--- src/rtl/hp_pkg.sv ---
package hp_pkg;

    typedef enum logic [1:0] {
        SEL_CTRL = 2'b00,
        SEL_DINC = 2'b01,
        SEL_ADDR = 2'b10,
        SEL_DFIX = 2'b11
    } hsel_e;

    typedef enum logic [1:0] {
        ST_IDLE    = 2'b00,
        ST_WR_HOLD = 2'b01,
        ST_RD_HOLD = 2'b10
    } phase_e;

endpackage

--- src/rtl/hp_seq.sv ---
module hp_seq
    import hp_pkg::*;
(
    input  logic       clk,
    input  logic       rst_n,
    input  logic       hstb,
    input  logic       hwr,
    input  logic       hhalf,
    input  logic [1:0] hsel,
    output phase_e     state,
    output logic [1:0] held_sel,
    output logic       wr_commit,
    output logic       rd_finish
);

    phase_e nxt;
    logic   pair_acc;
    logic   first_h;
    logic   second_h;
    logic   same_sel;

    always_comb begin
        pair_acc = hstb && (hsel != SEL_CTRL);
        first_h  = pair_acc && !hhalf;
        second_h = pair_acc && hhalf;
        same_sel = (hsel == held_sel);
        nxt      = state;
        unique case (state)
            ST_IDLE: begin
                if (first_h) nxt = hwr ? ST_WR_HOLD : ST_RD_HOLD;
            end
            ST_WR_HOLD, ST_RD_HOLD: begin
                if (first_h)       nxt = hwr ? ST_WR_HOLD : ST_RD_HOLD;
                else if (second_h) nxt = ST_IDLE;
            end
            default: nxt = ST_IDLE;
        endcase
    end

    // state register
    always_ff @(posedge clk) begin
        if (!rst_n) begin
            state    <= ST_IDLE;
            held_sel <= SEL_CTRL;
        end else begin
            state <= nxt;
            if (first_h) held_sel <= hsel;
        end
    end

    // outputs
    always_comb begin
        wr_commit = (state == ST_WR_HOLD) && second_h && hwr  && same_sel;
        rd_finish = (state == ST_RD_HOLD) && second_h && !hwr && same_sel;
    end

endmodule

--- src/rtl/hp_ptrs.sv ---
module hp_ptrs #(
    parameter int PW = 32
) (
    input  logic          clk,
    input  logic          rst_n,
    input  logic          dual,
    input  logic          aptr_sel,
    input  logic          ld,
    input  logic [PW-1:0] ld_val,
    input  logic          inc_r,
    input  logic          inc_w,
    output logic [PW-1:0] rptr,
    output logic [PW-1:0] wptr
);

    logic step_r;
    logic step_w;
    logic load_r;
    logic load_w;

    always_comb begin
        step_r = dual ? inc_r : (inc_r || inc_w);
        step_w = dual ? inc_w : (inc_r || inc_w);
        load_r = ld && (!dual || !aptr_sel);
        load_w = ld && (!dual || aptr_sel);
    end

    always_ff @(posedge clk) begin
        if (!rst_n) begin
            rptr <= '0;
            wptr <= '0;
        end else begin
            if (load_r)      rptr <= ld_val;
            else if (step_r) rptr <= rptr + PW'(1);
            if (load_w)      wptr <= ld_val;
            else if (step_w) wptr <= wptr + PW'(1);
        end
    end

endmodule

--- src/rtl/hp_wordmem.sv ---
module hp_wordmem #(
    parameter int DEPTH = 16,
    parameter int WW    = 32,
    parameter int PW    = 32
) (
    input  logic          clk,
    input  logic          rst_n,
    input  logic          we,
    input  logic [PW-1:0] widx,
    input  logic [WW-1:0] wdata,
    input  logic [PW-1:0] ridx,
    output logic [WW-1:0] rdata
);

    localparam int IW = (DEPTH > 1) ? $clog2(DEPTH) : 1;

    logic [WW-1:0] words [DEPTH];
    logic          w_ok;
    logic          r_ok;

    always_comb begin
        w_ok  = (widx < PW'(DEPTH));
        r_ok  = (ridx < PW'(DEPTH));
        rdata = r_ok ? words[ridx[IW-1:0]] : '0;
    end

    for (genvar g = 0; g < DEPTH; g++) begin : g_word
        always_ff @(posedge clk) begin
            if (!rst_n)
                words[g] <= '0;
            else if (we && w_ok && (widx[IW-1:0] == IW'(g)))
                words[g] <= wdata;
        end
    end

endmodule

--- src/rtl/hostport_target.sv ---
module hostport_target
    import hp_pkg::*;
#(
    parameter int DW    = 16,
    parameter int DEPTH = 16
) (
    input  logic          clk,
    input  logic          rst_n,
    input  logic          hstb,
    input  logic          hwr,
    input  logic          hhalf,
    input  logic [1:0]    hsel,
    input  logic [DW-1:0] hwdata,
    output logic [DW-1:0] hrdata,
    input  logic          lcl_int_set,
    output logic          hint_n
);

    localparam int WW = 2 * DW;
    localparam int PW = 2 * DW;

    phase_e        state;
    logic [1:0]    held_sel;
    logic          wr_commit;
    logic          rd_finish;
    logic [PW-1:0] rptr;
    logic [PW-1:0] wptr;
    logic [WW-1:0] mem_rdata;
    logic [DW-1:0] stage_lo;
    logic [DW-1:0] rd_hi;
    logic          dual;
    logic          aptr_sel;
    logic          int_flag;

    logic          ctrl_wr;
    logic          ctrl_rd;
    logic          first_wr;
    logic          first_rd;
    logic          ld_addr;
    logic          mem_we;
    logic          inc_r;
    logic          inc_w;
    logic [PW-1:0] cur_aptr;
    logic [WW-1:0] rd_word;
    logic [DW-1:0] ctrl_word;

    always_comb begin
        ctrl_wr   = hstb && hwr  && (hsel == SEL_CTRL);
        ctrl_rd   = hstb && !hwr && (hsel == SEL_CTRL);
        first_wr  = hstb && hwr  && !hhalf && (hsel != SEL_CTRL);
        first_rd  = hstb && !hwr && !hhalf && (hsel != SEL_CTRL);
        ld_addr   = wr_commit && (held_sel == SEL_ADDR);
        mem_we    = wr_commit && (held_sel == SEL_DINC || held_sel == SEL_DFIX);
        inc_w     = wr_commit && (held_sel == SEL_DINC);
        inc_r     = rd_finish && (held_sel == SEL_DINC);
        cur_aptr  = (dual && aptr_sel) ? wptr : rptr;
        rd_word   = (hsel == SEL_ADDR) ? cur_aptr : mem_rdata;
        ctrl_word = {{(DW-4){1'b0}}, (state == ST_IDLE), int_flag, aptr_sel, dual};
        hint_n    = !int_flag;
    end

    hp_seq u_seq (
        .clk       (clk),
        .rst_n     (rst_n),
        .hstb      (hstb),
        .hwr       (hwr),
        .hhalf     (hhalf),
        .hsel      (hsel),
        .state     (state),
        .held_sel  (held_sel),
        .wr_commit (wr_commit),
        .rd_finish (rd_finish)
    );

    hp_ptrs #(.PW(PW)) u_ptrs (
        .clk      (clk),
        .rst_n    (rst_n),
        .dual     (dual),
        .aptr_sel (aptr_sel),
        .ld       (ld_addr),
        .ld_val   ({hwdata, stage_lo}),
        .inc_r    (inc_r),
        .inc_w    (inc_w),
        .rptr     (rptr),
        .wptr     (wptr)
    );

    hp_wordmem #(.DEPTH(DEPTH), .WW(WW), .PW(PW)) u_mem (
        .clk   (clk),
        .rst_n (rst_n),
        .we    (mem_we),
        .widx  (wptr),
        .wdata ({hwdata, stage_lo}),
        .ridx  (rptr),
        .rdata (mem_rdata)
    );

    always_ff @(posedge clk) begin
        if (!rst_n) begin
            dual     <= 1'b0;
            aptr_sel <= 1'b0;
            int_flag <= 1'b0;
        end else begin
            if (ctrl_wr) begin
                dual     <= hwdata[0];
                aptr_sel <= hwdata[1];
            end
            if (lcl_int_set)                 int_flag <= 1'b1;
            else if (ctrl_wr && hwdata[2])   int_flag <= 1'b0;
        end
    end

    always_ff @(posedge clk) begin
        if (!rst_n) begin
            stage_lo <= '0;
            rd_hi    <= '0;
            hrdata   <= '0;
        end else begin
            if (first_wr) stage_lo <= hwdata;
            if (ctrl_rd) begin
                hrdata <= ctrl_word;
            end else if (first_rd) begin
                hrdata <= rd_word[DW-1:0];
                rd_hi  <= rd_word[WW-1:DW];
            end else if (rd_finish) begin
                hrdata <= rd_hi;
            end
        end
    end

endmodule

--- config.mk ---
export PLATFORM = sky130hd
export DESIGN_NAME = hostport_target
export DESIGN_NICKNAME = d
export VERILOG_FILES = /design/src/rtl/hp_pkg.sv /design/src/rtl/hp_seq.sv /design/src/rtl/hp_ptrs.sv /design/src/rtl/hp_wordmem.sv /design/src/rtl/hostport_target.sv
export SDC_FILE = /design/constraint.sdc
export NUM_CORES = 1
export LEC_CHECK = 0
export BUFFER_PORTS_ARGS = -buffer_cell sky130_fd_sc_hd__buf_2
export CAP_MARGIN = 5
export CORE_UTILIZATION = 35
export CTS_CLUSTER_DIAMETER = 80
export DETAILED_ROUTE_END_ITERATION = 10
export GPL_TIMING_DRIVEN = 0
export RECOVER_POWER = 50
export SLEW_MARGIN = 20
export SYNTH_ARGS = -nofsm -noshare
export SYNTH_HDL_FRONTEND = slang
export SYNTH_SLANG_ARGS = --single-unit
--- constraint.sdc ---
create_clock -name clk -period 7 [get_ports clk]
set_input_delay 1.4 -clock clk [delete_from_list [all_inputs] [get_ports clk]]
set_output_delay 1.4 -clock clk [all_outputs]
set_load 0.02 [all_outputs]
After elaboration in Yosys (flattened, before gate mapping) --
Memory sizes are Yosys's and may differ from the RTL's. A register that Yosys moved wholly into a read port is not among the register bits. Index checks and enable logic that the tools add are counted.
Word-level totals: bits of input ports 24, memory bits (writable) 512, memories kept 1, register bits 119, word-level logic and storage cells 208
Memory list:
- u_mem.words | depth 16, width 32, read ports 1, clocked after memory_dff 1, write ports 16, RTL line hp_wordmem.sv:17 | logic [WW-1:0] words [DEPTH];
Operators by class: eq/ne operators 24, bitwise gates (word level) 18, order comparisons 2, add/subtract/negate cells 2, muxes and demuxes 86, reduce and logical (&&, ||, !) cells 64
Operator list (count):
- 32-bit 2-to-1 mux | 23
- 32-bit by 1-bit adder with 32-bit output (second input constant) | 2
- 32-bit by 5-bit < comparator with 1-bit output (second input constant) | 2
- 1-bit 2-to-1 mux | 53
- 1-bit logical AND | 42
- 4-bit equality test (second input constant) | 8
- 16-bit 2-to-1 mux | 2
- 4-bit by 3-bit equality test with 1-bit output (second input constant) | 4
- 1-bit bitwise OR | 16
- 4-bit 2-to-1 mux | 3
- 2-bit nonzero test | 5
- 2-bit equality test (second input constant) | 4
- 4-bit by 2-bit equality test with 1-bit output (second input constant) | 2
- 2-bit 2-to-1 mux | 4
- 1-bit logical NOT | 5
- 2-bit by 1-bit equality test with 1-bit output (second input constant) | 2
- 4-bit by 1-bit equality test with 1-bit output (second input constant) | 1
- 2-bit logical NOT | 2
- 4-bit logical NOT | 1
- 1-bit logical OR | 4
- 2-bit one-hot mux with 2 select lines | 1
- 2-bit AND reduction | 2
- 2-bit OR reduction | 2
- 3-bit by 1-bit != test with 1-bit output (second input constant) | 1
- 4 further kinds | 5

Logic depth before layout (Yosys ltp) --
Gate-level depths: netlist of run 1.
depth after elaboration 13, mapped depth 10

Cells and area by module --
Synthesis of run 1 repeated with hierarchy kept, for this count alone.
Unflattened totals: cell total of the unflattened synthesis 2294, area total of the unflattened synthesis 29175.5 sq um
Modules (own cells, without submodules):
- hp_wordmem | times used 1, cells each 1492, area an instance 22496.6 sq um, sequential area each 15374.7 sq um
- hp_ptrs | times used 1, cells each 427, area an instance 3558.4 sq um, sequential area each 1281.2 sq um
- hostport_target | times used 1, cells each 337, area an instance 2798.9 sq um, sequential area each 1021.0 sq um
- hp_seq | times used 1, cells each 38, area an instance 321.6 sq um, sequential area each 80.1 sq um

Worst setup path before layout of run 1 --
No wires, ideal clock.
path type in2reg, start point in hsel[1], end point mem u_mem.words[12][0] (enable), path buffers 4, data arrival time 5.318 ns, stages on the path 9, setup time 0.466 ns, setup slack 1.217 ns, required time 6.534 ns, cells stage by stage buf_4 and4bb_1 buf_4 a31oi_2 or4_4 buf_6 or2_1 buf_2 o21ai_0
RTL lines:
- from (decl) | RTL line hostport_target.sv:12 | input logic [1:0] hsel,
- to (decl) | RTL line hp_wordmem.sv:17

==> results of run 1 <==
## worst min path at each step
stage	startpoint	end	slack, ns	depth (start not counted)
6_report	stage_lo[15]$_SDFFE_PN0P_	stage_lo[15]$_SDFFE_PN0P_	0.50	2
5_1_grt	stage_lo[15]$_SDFFE_PN0P_	stage_lo[15]$_SDFFE_PN0P_	0.52	2
4_1_cts	stage_lo[15]$_SDFFE_PN0P_	stage_lo[15]$_SDFFE_PN0P_	0.50	2
3_5_place_dp	stage_lo[15]$_SDFFE_PN0P_	stage_lo[15]$_SDFFE_PN0P_	0.48	2
3_3_place_gp	stage_lo[15]$_SDFFE_PN0P_	stage_lo[15]$_SDFFE_PN0P_	0.47	2
2_1_floorplan	rd_hi[0]$_SDFFE_PN0P_	rd_hi[0]$_SDFFE_PN0P_	0.43	2
## routing by layer
metal | up-vias | global-route usage (%) | routed length [um]
li1 | 9002 | - | -
met1 | 10920 | 31.22 | 41610
met2 | 1126 | 37.62 | 48570
met3 | 263 | 4.984 | 9417
met4 | 2 | 9.467 | 4529
met5 | - | 0 | 11
## power breakdown
group | internal [mW] | switching [mW]
clock network | 2.27 | 1.62
logic | 0.124 | 0.250
registers | 4.20 | 0.0543
total | 6.59 | 1.92
## cell families after synthesis
kind of cell    Yosys count  synth area share [%]
simple gates            916                 18.00
buf+inv                 239                 3.510
xor+xnor                 34                0.9805
flops                   635                 58.73
mux                     234                 12.60
compound gates          281                 5.813
fa+ha+maj                 9                0.3708
## critical path: cells and delay by family
family                 cells  cell delay [ns]
and+or+nand+nor            3             1.17
buffers and inverters      5             1.49
AOI/OAI and AO/OA          2             1.60
## flip-flops by register name, indices dropped and copies added (netlist names), named ones only
signal	flops
aptr_sel	1
dual	1
hrdata	16
int_flag	1
rd_hi	16
stage_lo	16
u_mem.words	512
u_ptrs.rptr	32
u_ptrs.wptr	32
u_seq.held_sel	2
u_seq.state	2
## area by class of cell
| class | count | area, um2 |
|---|---|---|
| Timing Repair Buffer | 64 | 937.1 |
| Clock inverter | 45 | 490.5 |
| Tap cell | 1144 | 1431 |
| Multi-Input combinational cell | 1474 | 11440 |
| Antenna cell | 1 | 2.502 |
| Buffer | 220 | 883.3 |
| Clock buffer | 87 | 1921 |
| Fill cell | 7994 | 50530 |
| Sequential cell | 635 | 17840 |
| Inverter | 19 | 71.32 |
## cells in the final DEF (no fill, tap or decap), drive strengths merged, types with 85 or more instances in the layout
cell type / instances
dfxtp: 123
nand2: 99
mux4: 116
clkbuf: 280
mux2i: 92
a21oi: 87
nor3: 94
edfxtp: 512
buf: 91
o21ai: 85
and2: 474
## through the flow
| step | setup TNS (ns) | area, um2 | hold WS [ns] | cells |
|---|---|---|---|---|
| floorplan | 0 | 30370 | 0.4272 | 2348 |
| detailed placement | 0 | 32950 | 0.4774 | 3556 |
| global placement | -790.32 | 31970 | 0.4706 | 3525 |
| global route | 0 | 35010 | 0.5178 | 3688 |
| CTS | 0 | 35360 | 0.4989 | 3688 |
| finish | 0 | 35020 | 0.4960 | 3689 |
==> impl_metrics.yaml, run 1 <==
global_routing:
  antenna_found_initial: 2
  gr-total-overflow: 0
  grt_pass1_wl_um: 147000
  grt_max_degree: 19
  grt.total_usage_pct: 23.57
  grt_pass1_vias: 20869
placed_design:
  portBuffers: 33
  gp_congestion: 0.9422
  pre_cts_slack_ns: 2.453
  dp_hpwl_um: 74990
timing:
  min_period_over_period_pct: 76.69
  worst_clock_skew_ns: 0.02963
  setup_viol: 0
  fin_ws_ns: 1.631
  fin_crit_ns: 5.369
  finalHoldViolations: 0
  worstMarginPinSlew_ns: 1.686
  slew_headroom_pct: -13.56
  clock.fmax_mhz: 186.3
  slew_viol_final: 5
  grt_setup_unrepaired: "false"
yosys:
  yosysMostFrequentCell: "edfxtp_1"
  synth.distinct_cells: 74
  postSynthCellCount: 2348
  synthDominantAreaCellType: "edfxtp_1"
  netlist_top_cells_area: "edfxtp_1, and2_1, mux4_2"
  synthFlopType: "edfxtp_1"
  netlist_area_um2: 30370
  yosysSeqAreaShare_pct: 58.73
  post_synth.cell_area_avg_um2: 12.94
  synth.ff_latch_count: 635
  yosysWarnings: 0
  ys_async_sr_fraction_pct: 0
  synth_top_area_share_pct: 50.62
  yosys-top-cells-count: "edfxtp_1, and2_1, clkbuf_1"
  synth_nets: 2381
  synth_edf_count: 512
floorplanning:
  num_rows: 107
  fp.coreArea_um2: 85550
  die_h_um: 296.6
  fp.dieW_um: 296.6
  start_util_pct: 35.50
  ioPinCount: 41
  die-area_um2: 87960
setup_path:
  crit_start: "hsel[0]"
  cp-start-kind: "input port"
  ff2ff_path_depth: 9
  worstSetupPathType: "in2reg"
  reg2reg_setup_slack_ns: 2.14
  cp-end-kind: "register"
  crit_top_cell: "clkbuf_1"
  rr_endpoint: "u_mem.words[12][31]$_SDFFCE_PN0P_"
  crit_end: "u_mem.words[12][31]$_SDFFCE_PN0P_"
  cp.arrival_ns: 5.67
  max_stage_delay_ns: 1.37
  path_cells: "clkbuf_1 -> and4bb_1 -> clkbuf_1 -> a31oi_1 -> or4_1 -> clkbuf_1 -> or2_1 -> clkbuf_1 -> o21ai_0 -> buf_16"
  crit_required_ns: 7.31
  crit_fanout: 17
  r2r-start: "u_seq.held_sel[0]$_SDFFE_PN0P_"
  critPathSlowestCell: "o21ai_0"
routing:
  viasPerCell: 5.777
  drtIter0Drc: 2411
  firstDrtPassIters: 6
  vias: 21313
  ant_nets: 0
  drc_errors: 0
  wl_um: 104100
  wl_per_cell_um: 28.23
clock_tree:
  hold_buffers: 0
  cts_buffer_depth: 3
  cts_setup_buffers: 0
  cts_tree: "yes"
  insertion_delay_ns: 0.63
  postCtsResizedCells: 0
  htree_levels: 3
  clock-sinks: 635
  cts_buffers: 72
  clockRootBuffer: "clkbuf_16"
  clk_pin_slew_ns: 0.06
layout:
  final_layout_size_suffix_gt1_share_pct: 14.15
  areaGrowthSynthToFinish_pct: 15.29
  utilization_pct: 40.93
  nets: 2519
flow_run:
  maxCapViolCount: 1
outcome:
  status: "finished, violations left"
  violations: "capacitance limit, slew limit"
power:
  p_per_area_nw_per_um2: 243.2
  irDropWorstVdd_mv: 0.2011
  p_leak_nw: 11.18
  p_total_mw: 8.516
min_path:
  hold_path.class: "reg2reg"
No activity file was read; power rests on OpenSTA's default activity.
==> run 2: changes to the inputs <==
==> constraint.sdc (replaced) <==
create_clock -name clk -period 5.2 [get_ports clk]
set_input_delay 1.04 -clock clk [delete_from_list [all_inputs] [get_ports clk]]
set_output_delay 1.04 -clock clk [all_outputs]
set_load 0.02 [all_outputs]
==> run 2 against run 1 <==
Compared with the run above: first-iteration DRC count is 0.12% lower; utilization hardly changed; the flow now finishes without violations; largest power group unchanged; critical endpoint is now u_mem.words[8][28]$_SDFFCE_PN0P_; critical path type unchanged; hold slack better by 0.0073 ns; sequential share of layout area is 0.054 points lower; setup slack worse by 0.90 ns.
==> impl_metrics.yaml, run 2 (synthesis results as in run 1) <==
placed_design:
  dpl.cell_count: 3556
  pre_cts_slack_ns: 1.013
  dp_hpwl_um: 74990
  portBuffers: 33
  gp_congestion: 0.9422
  placed_area_um2: 32950
clock_tree:
  postCtsResizedCells: 0
  cts_buffers: 72
  cts_tree: "yes"
  cts_setup_buffers: 0
  insertion_delay_ns: 0.63
  clockRootBuffer: "clkbuf_16"
  cts_buffer_depth: 3
  hold_buffers: 0
  htree_levels: 3
  clk_pin_slew_ns: 0.06
  clock-sinks: 635
setup_path:
  cp-start-kind: "input port"
  cp-end-kind: "register"
  crit_required_ns: 5.69
  worstSetupPathType: "in2reg"
  r2r-start: "u_seq.held_sel[0]$_SDFFE_PN0P_"
  cp.arrival_ns: 4.96
  crit_fanout: 10
  crit_start: "hsel[0]"
  reg2reg_setup_slack_ns: 0.88
global_routing:
  grt_max_degree: 19
  grt-busiest-layer: "met2"
  antenna_found_initial: 2
  grt.total_usage_pct: 23.57
  gr-total-overflow: 0
  gr-usage-met3_pct: 4.984
  grt_pass1_wl_um: 147000
  met2_usage_pct: 37.62
  use_met1_pct: 31.22
  grt_pass1_vias: 20869
routing:
  wl_um: 104000
  firstDrtPassIters: 6
  drc_errors: 0
  wl_per_cell_um: 28.19
  viasPerCell: 5.731
  drtIter0Drc: 2408
  ant_nets: 0
  vias: 21152
power:
  irDropWorstVdd_mv: 0.2698
  p_per_area_nw_per_um2: 327.0
  p_comb_share_pct: 4.4
  power.share.sequential_pct: 50.0
  power.switching_mw: 2.587
  p_leak_nw: 11.17
  p_int_mw: 8.876
  p_sw_share_pct: 22.57
  p_total_mw: 11.46
  clkPwrFrac_pct: 45.6
floorplanning:
  start_util_pct: 35.50
  die_h_um: 296.6
  num_rows: 107
  die-area_um2: 87960
  fp.dieW_um: 296.6
  fp.coreArea_um2: 85550
  ioPinCount: 41
timing:
  slew_viol_final: 0
  fin_crit_ns: 4.473
  worst_clock_skew_ns: 0.02643
  finalHoldViolations: 0
  setup_viol: 0
  fin_ws_ns: 0.7267
  min_period_over_period_pct: 86.03
  worstMarginPinSlew_ns: 1.175
  fin_tns_setup_ns: 0
  clock.fmax_mhz: 223.5
  slew_headroom_pct: 21.70
  grt_setup_unrepaired: "false"
  worst_hold_slack_ns: 0.5033
layout:
  layout_commonest_cell: "edfxtp_1"
  utilization_pct: 40.98
  nets: 2519
  design_area_um2: 35050
  areaGrowthSynthToFinish_pct: 15.42
  stdcell_count: 3691
  biggestRegsByFlops: "u_mem.words: 512 flops, u_ptrs.rptr: 32 flops, u_ptrs.wptr: 32 flops"
  final_layout_size_suffix_gt1_share_pct: 14.19
  layout_common_cells: "edfxtp_1, and2_1, clkbuf_1"
  largest_register_ffs: 512
  top_register: "u_mem.words"
min_path:
  hold_path.class: "reg2reg"
  min_from: "stage_lo[15]$_SDFFE_PN0P_"
flow_run:
  maxCapViolCount: 0
outcome:
  status: "complete, no violations"
-- run 2: final cells by class --
type                            instances  area, um2
Sequential cell                       635      17840
Tap cell                             1144       1431
Fill cell                            7996      50490
Multi-Input combinational cell       1474      11470
Inverter                               19      71.32
Buffer                                220      892.1
Timing Repair Buffer                   64      937.1
Clock buffer                           87       1921
Antenna cell                            3      7.507
Clock inverter                         45      490.5
-- run 2: metal layers --
layer	routed length (um)	part of all wire (%)
met1	41230	40
met2	48530	47
met3	9729	9.4
met4	4553	4.4
met5	11	0.011
-- run 2: power by group through the flow --
stage / registers, mW / logic (mW) / clock network, mW
3_5_place_dp: 5.83 / 0.507 / 0
3_3_place_gp: 5.86 / 0.413 / 0
6_report: 5.73 / 0.504 / 5.23
4_1_cts: 5.73 / 0.508 / 5.26
5_1_grt: 5.74 / 0.525 / 5.45
2_1_floorplan: 5.82 / 0.223 / 0
-- run 2: worst paths after layout --
check | end | cells after the start
max | u_mem.words[8][28]$_SDFFCE_PN0P_ | 10
min | stage_lo[15]$_SDFFE_PN0P_ | 2
max reg2reg | u_mem.words[8][28]$_SDFFCE_PN0P_ | 9
min reg2reg | stage_lo[15]$_SDFFE_PN0P_ | 2
-- run 2: worst max-delay path: stages --
cell and delay (ns):
clkbuf_1 0.27, and4bb_1 0.24, clkbuf_1 0.41, a31oi_1 0.23, or4_1 0.70, clkbuf_1 0.27
nor3_1 0.28, clkbuf_1 0.76, clkbuf_1 0.53, and2_1 0.23
